==> config.mk <==
export PLATFORM = sky130hd
export DESIGN_NAME = sflash_seq
export DESIGN_NICKNAME = d
export VERILOG_FILES = /design/src/rtl/sfq_pkg.sv /design/src/rtl/sfq_clkgen.sv /design/src/rtl/sfq_shift.sv /design/src/rtl/sflash_seq.sv
export SDC_FILE = /design/constraint.sdc
export NUM_CORES = 1
export LEC_CHECK = 0
export ABC_AREA = 0
export BUFFER_PORTS_ARGS = -buffer_cell sky130_fd_sc_hd__buf_4
export CELL_PAD_IN_SITES_DETAIL_PLACEMENT = 2
export CELL_PAD_IN_SITES_GLOBAL_PLACEMENT = 2
export CORE_AREA = 3 3 131 159
export DETAILED_ROUTE_END_ITERATION = 6
export DIE_AREA = 0 0 134 162
export HOLD_SLACK_MARGIN = 0.08
export PLACE_DENSITY_LB_ADDON = 0.1
export SYNTH_ARGS = -nofsm -noshare
export SYNTH_HDL_FRONTEND = slang
export SYNTH_SLANG_ARGS = --single-unit
==> constraint.sdc <==
create_clock -name clk -period 6.85 [get_ports clk]
set_clock_uncertainty 0.05 [all_clocks]
set_input_delay 0.3425 -clock clk [delete_from_list [all_inputs] [get_ports clk]]
set_output_delay 0.3425 -clock clk [all_outputs]
set_load 0.1 [all_outputs]
==> src/rtl/sfq_pkg.sv <==
package sfq_pkg;
  typedef enum logic [1:0] {PH_OP, PH_ADDR, PH_DUM, PH_DATA} phase_e;

  // register word offsets
  localparam int REG_TIME = 0;
  localparam int REG_ADDR = 1;
  localparam int REG_DATA = 2;
  localparam int REG_CMD  = 3;
  localparam int REG_STAT = 4;

  // command word fields
  localparam int CMD_WR_BIT   = 8;
  localparam int CMD_CNT_LSB  = 9;
  localparam int CMD_KEEP_BIT = 15;
  localparam int CMD_DUM_LSB  = 16;
  localparam int CMD_ALEN_LSB = 20;
  localparam int CMD_CS_LSB   = 24;

  // status bits
  localparam int ST_PEND_BIT = 22;
  localparam int ST_ERR_BIT  = 29;

  // timing register reset: period 4, rise at 2, fall at 0
  localparam logic [15:0] TIME_RESET = 16'h0204;
endpackage

==> src/rtl/sfq_clkgen.sv <==
module sfq_clkgen #(
  parameter int CW = 4
) (
  input  logic          clk,
  input  logic          rst,
  input  logic          run,
  input  logic [CW-1:0] per,
  input  logic [CW-1:0] rpos,
  input  logic [CW-1:0] fpos,
  output logic          sck,
  output logic          fall_tick,
  output logic          rise_tick,
  output logic          bit_end
);
  localparam logic [CW-1:0] MIN_PER = 2;
  localparam logic [CW-1:0] ONE     = 1;

  logic [CW-1:0] cnt;
  logic [CW-1:0] last;

  assign last      = (per < MIN_PER) ? (MIN_PER - ONE) : (per - ONE);
  assign fall_tick = run && (cnt == fpos);
  assign rise_tick = run && (cnt == rpos);
  assign bit_end   = run && (cnt == last);

  always_ff @(posedge clk) begin
    if (rst) begin
      cnt <= '0;
      sck <= 1'b1;
    end else if (!run) begin
      cnt <= '0;
      sck <= 1'b1;
    end else begin
      cnt <= bit_end ? '0 : cnt + ONE;
      if (fall_tick)      sck <= 1'b0;
      else if (rise_tick) sck <= 1'b1;
    end
  end

  // the serial clock is high whenever no frame runs
  p_sck_idle_r11: assert property (@(posedge clk) disable iff (rst)
    !run |=> sck);
endmodule

==> src/rtl/sfq_shift.sv <==
module sfq_shift #(
  parameter int W = 8
) (
  input  logic         clk,
  input  logic         rst,
  input  logic         load,
  input  logic [W-1:0] load_byte,
  input  logic         fall_tick,
  input  logic         rise_tick,
  input  logic         bit_end,
  input  logic         miso,
  output logic         mosi,
  output logic         byte_done,
  output logic [W-1:0] rx_byte
);
  localparam int BW = $clog2(W);
  localparam logic [BW-1:0] LAST_BIT = BW'(W - 1);
  localparam logic [BW-1:0] ONE      = 1;

  logic [W-1:0]  sh;
  logic [W-1:0]  rx;
  logic [BW-1:0] bitn;

  assign byte_done = bit_end && (bitn == LAST_BIT);
  assign rx_byte   = rise_tick ? {rx[W-2:0], miso} : rx;

  always_ff @(posedge clk) begin
    if (rst) begin
      sh   <= '0;
      rx   <= '0;
      bitn <= '0;
      mosi <= 1'b0;
    end else begin
      if (fall_tick) mosi <= sh[W-1];
      if (load)           sh <= load_byte;
      else if (fall_tick) sh <= {sh[W-2:0], 1'b0};
      if (rise_tick) rx <= {rx[W-2:0], miso};
      if (load)         bitn <= '0;
      else if (bit_end) bitn <= bitn + ONE;
    end
  end
endmodule

==> src/rtl/sflash_seq.sv <==
module sflash_seq
  import sfq_pkg::*;
#(
  parameter int NCS = 2,
  parameter int AW  = 3
) (
  input  logic          clk,
  input  logic          rst,
  input  logic          bus_we,
  input  logic [AW-1:0] bus_addr,
  input  logic [31:0]   bus_wdata,
  output logic [31:0]   bus_rdata,
  output logic          sck,
  output logic          mosi,
  input  logic          miso,
  output logic [NCS-1:0] cs_n
);
  localparam int ADW   = 24;
  localparam int TW    = 4;
  localparam int CSF_W = 3;

  logic [15:0]    tm_q;
  logic [ADW-1:0] addr_q;
  logic [31:0]    data_q;
  logic           err_q, busy, cs_held, dir_q, keep_q;
  logic [1:0]     a_rem, k_q;
  logic [3:0]     d_rem;
  logic [2:0]     n_rem;
  phase_e         cur_ph;

  logic fall_tick, rise_tick, bit_end, byte_done;
  logic [7:0] rx_byte;

  // command field decode (with clamping of counts)
  logic             cmd_wr, start, take;
  logic [1:0]       f_alen;
  logic [2:0]       f_cnt;
  logic [3:0]       f_dum;
  logic             f_dir, f_keep;
  logic [CSF_W-1:0] f_cs;
  logic [NCS-1:0]   cs_dec;

  assign cmd_wr = bus_we && (bus_addr == AW'(REG_CMD));
  assign start  = cmd_wr && !busy;
  assign f_alen = (bus_wdata[CMD_ALEN_LSB +: 3] > 3'd3) ? 2'd3 : bus_wdata[CMD_ALEN_LSB +: 2];
  assign f_cnt  = (bus_wdata[CMD_CNT_LSB +: 3] > 3'd4) ? 3'd4 : bus_wdata[CMD_CNT_LSB +: 3];
  assign f_dum  = bus_wdata[CMD_DUM_LSB +: 4];
  assign f_dir  = bus_wdata[CMD_WR_BIT];
  assign f_keep = bus_wdata[CMD_KEEP_BIT];
  assign f_cs   = bus_wdata[CMD_CS_LSB +: CSF_W];

  for (genvar g = 0; g < NCS; g++) begin : g_csdec
    assign cs_dec[g] = (f_cs != CSF_W'(g));
  end

  // next-byte picker: phases in fixed order op, address, dummy, data
  logic       s_op, s_wr;
  logic [1:0] s_a, s_k;
  logic [3:0] s_d;
  logic [2:0] s_n;
  logic       pick_v;
  phase_e     pick_ph;
  logic [7:0] pick_b;

  always_comb begin
    if (start) begin
      s_op = !cs_held;  s_a = f_alen;  s_d = f_dum;  s_n = f_cnt;
      s_k  = 2'd0;      s_wr = f_dir;
    end else begin
      s_op = 1'b0;      s_a = a_rem;   s_d = d_rem;  s_n = n_rem;
      s_k  = (cur_ph == PH_DATA) ? k_q + 2'd1 : k_q;
      s_wr = dir_q;
    end
    pick_v  = 1'b1;
    pick_ph = PH_OP;
    pick_b  = bus_wdata[7:0];
    if (s_op) begin
      pick_ph = PH_OP;
    end else if (s_a != 2'd0) begin
      pick_ph = PH_ADDR;
      pick_b  = addr_q[{s_a - 2'd1, 3'b000} +: 8];
    end else if (s_d != 4'd0) begin
      pick_ph = PH_DUM;
      pick_b  = 8'h00;
    end else if (s_n != 3'd0) begin
      pick_ph = PH_DATA;
      pick_b  = s_wr ? data_q[{s_k, 3'b000} +: 8] : 8'h00;
    end else begin
      pick_v  = 1'b0;
    end
  end

  assign take = start || byte_done;

  sfq_clkgen #(.CW(TW)) u_clk (
    .clk, .rst, .run(busy),
    .per(tm_q[3:0]), .rpos(tm_q[11:8]), .fpos(tm_q[15:12]),
    .sck, .fall_tick, .rise_tick, .bit_end
  );

  sfq_shift #(.W(8)) u_sh (
    .clk, .rst, .load(take && pick_v), .load_byte(pick_b),
    .fall_tick, .rise_tick, .bit_end, .miso,
    .mosi, .byte_done, .rx_byte
  );

  always_ff @(posedge clk) begin
    if (rst) begin
      tm_q    <= TIME_RESET;
      addr_q  <= '0;
      data_q  <= '0;
      err_q   <= 1'b0;
      busy    <= 1'b0;
      cs_held <= 1'b0;
      cs_n    <= '1;
      dir_q   <= 1'b0;
      keep_q  <= 1'b0;
      a_rem   <= '0;
      d_rem   <= '0;
      n_rem   <= '0;
      k_q     <= '0;
      cur_ph  <= PH_OP;
    end else begin
      if (bus_we) begin
        case (bus_addr)
          AW'(REG_TIME): tm_q   <= bus_wdata[15:0];
          AW'(REG_ADDR): addr_q <= bus_wdata[ADW-1:0];
          AW'(REG_DATA): data_q <= bus_wdata;
          AW'(REG_STAT): if (bus_wdata[ST_ERR_BIT]) err_q <= 1'b0;
          default: ;
        endcase
      end
      if (cmd_wr && busy) err_q <= 1'b1;
      // received data byte lands in its lane; dummy bytes are dropped
      if (byte_done && cur_ph == PH_DATA && !dir_q)
        data_q[{k_q, 3'b000} +: 8] <= rx_byte;
      if (take) begin
        if (start) begin
          dir_q  <= f_dir;
          keep_q <= f_keep;
          if (!cs_held) begin
            cs_held <= 1'b1;
            cs_n    <= cs_dec;
          end
        end
        k_q <= s_k;
        if (pick_v) begin
          busy   <= 1'b1;
          cur_ph <= pick_ph;
          a_rem  <= (pick_ph == PH_ADDR) ? s_a - 2'd1 : s_a;
          d_rem  <= (pick_ph == PH_DUM)  ? s_d - 4'd1 : s_d;
          n_rem  <= (pick_ph == PH_DATA) ? s_n - 3'd1 : s_n;
        end else begin
          busy <= 1'b0;
          if (!(start ? f_keep : keep_q)) begin
            cs_held <= 1'b0;
            cs_n    <= '1;
          end
        end
      end
    end
  end

  always_ff @(posedge clk) begin
    if (rst) begin
      bus_rdata <= '0;
    end else begin
      case (bus_addr)
        AW'(REG_TIME): bus_rdata <= {16'h0, tm_q};
        AW'(REG_ADDR): bus_rdata <= {8'h0, addr_q};
        AW'(REG_DATA): bus_rdata <= data_q;
        AW'(REG_STAT): bus_rdata <= (32'(busy) << ST_PEND_BIT) | (32'(err_q) << ST_ERR_BIT);
        default:       bus_rdata <= '0;
      endcase
    end
  end

  // pending holds until the last bit of the frame
  p_pend_hold_r7: assert property (@(posedge clk) disable iff (rst)
    (busy && !byte_done) |=> busy);
  // a command during a frame raises the error flag
  p_err_set_r8: assert property (@(posedge clk) disable iff (rst)
    (cmd_wr && busy) |=> err_q);
  // chip select is held for the whole frame
  p_cs_frame_r9: assert property (@(posedge clk) disable iff (rst)
    busy |-> cs_held);
  // at most one chip select line is low
  p_one_cs_r12: assert property (@(posedge clk) disable iff (rst)
    $onehot0(~cs_n));
  // dummy bytes drive MOSI low
  p_dummy_low_r4: assert property (@(posedge clk) disable iff (rst)
    (busy && cur_ph == PH_DUM && fall_tick) |=> !mosi);
endmodule

==> flow_summary.toml <==
[logic_synthesis]
largest_cells_by_area_after_synthesis = "dfxtp_1 (40%), mux2i_1 (8.8%), mux2_2 (6.3%)"
synth_async_sr_flop_share = 0
synthDistinctLibCells = 61
yosys-top-cells-count = "dfxtp_1 (149), nand2_1 (126), a21oi_1 (94)"
synth_warnings = 0
synth_seq_area_share = 0.397
yosysTopAreaCellShare = 0.397
synth_area_um2 = 7510
number_of_flops_mapped_to_enable_cells_by_yosys = 0
syn-instance-count = 874
synth_area_per_cell_um2 = 8.59
synth_top_area_cell = "dfxtp_1"
number_of_nets_produced_by_synthesis = 926
synth-main-ff-cell = "dfxtp_1"
synth_seq_cells = 149
yosys.cell_count.top_type = "dfxtp_1"

[floorplanning]
die_w_um = 134
design.core.area_um2 = 19400
floorplan_die_area_um2 = 21700
fp.dieH_um = 162
design.portCount = 75
effective_utilization_at_floorplan = 0.387
core.rowCount = 56

[pwr]
power-per-cell-area_nw_per_um2 = 233
total_power_w = 0.00205
worst_voltage_drop_across_the_vdd_grid_uv = 181
cellLeakagePower_nw = 3.25

[global_route]
grt.total_usage = 0.278
globalRouteOverflowTotal = 0
maximum_number_of_pins_on_one_net_before_global_route_repair = 64
antenna_found_initial = 0
grt_pass1_vias = 7526
grt_pass1_wl_um = 45900

[critical_path]
critical-path-top-delay-family = "compound AO/OA/AOI/OAI gates"
required_ns = 7.15
critical_path_arrival_ns = 4.84
timing.critical_path.to_type = "register"
crit_chain = "nand3b_1 -> or2_2 -> mux2i_1 -> ha_1 -> or3b_1 -> nor3_1 -> a21oi_1 -> a211oi_1 -> o221ai_1 -> a221oi_2"
critical-path-max-stage-delay_ns = 0.89
critPathLaunchType = "register"
path_buf_inv = 0
cp_slowest_cell = "a211oi_1"
setup.worst_path.class = "reg2reg"
crit_fanout = 32

[job]
cap_viol_max_count = 0

[clock_network]
ctsHtreeMaxLevel = 4
cts_inserted_buffers = 17
worst_skew_pair.late_latency_ns = 0.44
clk_root_buffer_cell = "clkbuf_16"
cts.reportedPaths.clkPinSlew_ns = 0.07
cts_max_path_buffers = 2
tritoncts_clock_tree = "done"
cts-hold-fix-buffers = 0
cts_resized = 0
numClockSinks = 149
cts_setup_buffers = 0

[drt]
detail_route.wirelength_um = 29500
detailroute.wirelength.met3_um = 948
wl_met2_um = 15400
routedLengthMet1_um = 12200
dr.first_iter.drc_count = 367
first_pass_iters = 7
detail-route-antenna-nets = 0
routed_via_density = 5.76
drt-wirelength-per-cell_um = 24.8
highest-signal-layer = "met4"
dr_total_vias = 6843
drc_errors_left = 0

[sta]
finalSetupViolations = 0
final-max-slew-violation-count = 0
setup_total_negative_slack_ns = 0
layout_min_cycle_time_ns = 4.54
worst_pin_slew_ns = 1.23
max_clock_freq_ghz = 0.220
slew-limit-headroom = 0.174
min_period_over_period = 0.663
rsz0062_at_grt = "no"
hold_violation_total_from_the_final_report = 0

[placement]
place.port_buffers = 74
place.gp.congestion = 0.882
dp.final_hpwl_um = 21700

[finish]
drive_above_1_share = 0.195
n_antenna_cell = 0
finish.net_count = 965
area_growth_pct = 16.8

[worst_hold_path]
worst_hold_path_type = "in2reg"

[status]
status = "finished, final reports clean"
## logic make-up (layout without fill, tap and decap cells)
family                   Yosys count  in the layout  share of synthesized area
flip-flops                       149            149                      0.397
AO/OA/AOI/OAI                    181            181                      0.162
multiplexers                     108            108                      0.151
AND/OR/NAND/NOR                  332            332                      0.201
buffers and inverters             72            124                     0.0443
adder cells (fa/ha/maj)           13             13                     0.0217
XOR/XNOR                          19             19                     0.0232
## registers in the layout, indices dropped and copies added (netlist names), 3 cells and up
| signal | cells |
|---|---|
| u_sh.bitn | 3 |
| bus_rdata | 32 |
| d_rem | 4 |
| u_sh.sh | 8 |
| n_rem | 3 |
| u_clk.cnt | 4 |
| u_sh.rx | 8 |
| data_q | 32 |
| addr_q | 24 |
| tm_q | 16 |
## through the flow
stage                     hold WS (ns)  setup WS, ns  instances  utilization  area, um^2
after floorplan                  0.382          3.04        874            -        7510
after CTS                        0.120          2.36       1187        0.452        8780
final                            0.132          2.31       1187        0.452        8780
after detailed placement         0.410          2.02       1155        0.421        8170
after global placement           0.391          2.33       1155        0.421        8170
after global routing             0.140          1.88       1187        0.452        8780
## cell usage in the layout, fill, tap and decap left out, types with 2 or more instances in the layout
cell type / Yosys / routed
clkinvlp_4: 0 / 2
or2_2: 2 / 2
buf_4: 4 / 81
and3_1: 20 / 20
clkinv_4: 0 / 2
bufinv_16: 0 / 3
nand2_1: 126 / 126
ha_1: 13 / 13
a32oi_1: 7 / 7
dfxtp_1: 149 / 149
nand3b_1: 3 / 3
a221oi_2: 7 / 7
mux2i_1: 66 / 66
a2111oi_2: 8 / 8
nor2b_1: 5 / 4
nor3_1: 18 / 15
xnor2_1: 12 / 12
xor2_1: 6 / 6
o22ai_1: 2 / 2
o221ai_1: 7 / 7
nor4_1: 6 / 6
or3_1: 5 / 5
a2111oi_0: 2 / 2
nand3_1: 38 / 38
and2_1: 3 / 3
nand4_1: 3 / 3
nor2_1: 85 / 85
nand2b_1: 6 / 6
clkbuf_16: 0 / 17
inv_1: 10 / 10
nor3_2: 1 / 4
nor3b_1: 5 / 5
inv_6: 0 / 3
a22oi_1: 8 / 8
a31oi_1: 4 / 4
o21ai_0: 27 / 27
mux2_2: 42 / 42
clkinv_2: 0 / 3
a21oi_1: 94 / 94
## report_power, final
group	total, W	internal [W]	switching, W
registers	0.000892	0.000879	0.0000131
logic	0.000169	0.0000569	0.000112
clock network	0.000986	0.000577	0.000409
total	0.00205	0.00151	0.000534
## metal layers
layer,vias to the layer above,global-route usage
li1,3176,-
met1,3490,0.334
met2,134,0.505
met3,43,0.0300
met4,0,0.113
met5,-,0
## area by class of cell
class / count / area [um^2]
Inverter: 11 / 41.3
Tap cell: 261 / 327
Sequential cell: 149 / 2980
Multi-Input combinational cell: 653 / 4210
Clock buffer: 18 / 429
Timing Repair Buffer: 81 / 608
Clock inverter: 14 / 175
Fill cell: 2131 / 10600
## worst reg2reg max path, cell delays in order, from the launching register on
cell and delay [ns]:
dfxtp_1 0.37, nand3b_1 0.29, or2_2 0.68, mux2i_1 0.38
ha_1 0.29, or3b_1 0.38, nor3_1 0.33, a21oi_1 0.17
a211oi_1 0.89, o221ai_1 0.32, a221oi_2 0.30
## path summary, 6_finish.rpt
check	end	cells past startpoint	startpoint	slack, ns
max	u_sh.sh[7]	10	busy	2.31
min	tm_q[9]	3	bus_wdata[9]	0.13
max reg2reg	u_sh.sh[7]	10	busy	2.31
min reg2reg	cur_ph[0]	2	cur_ph[0]	0.42
Power figures use the tool's default switching activity.
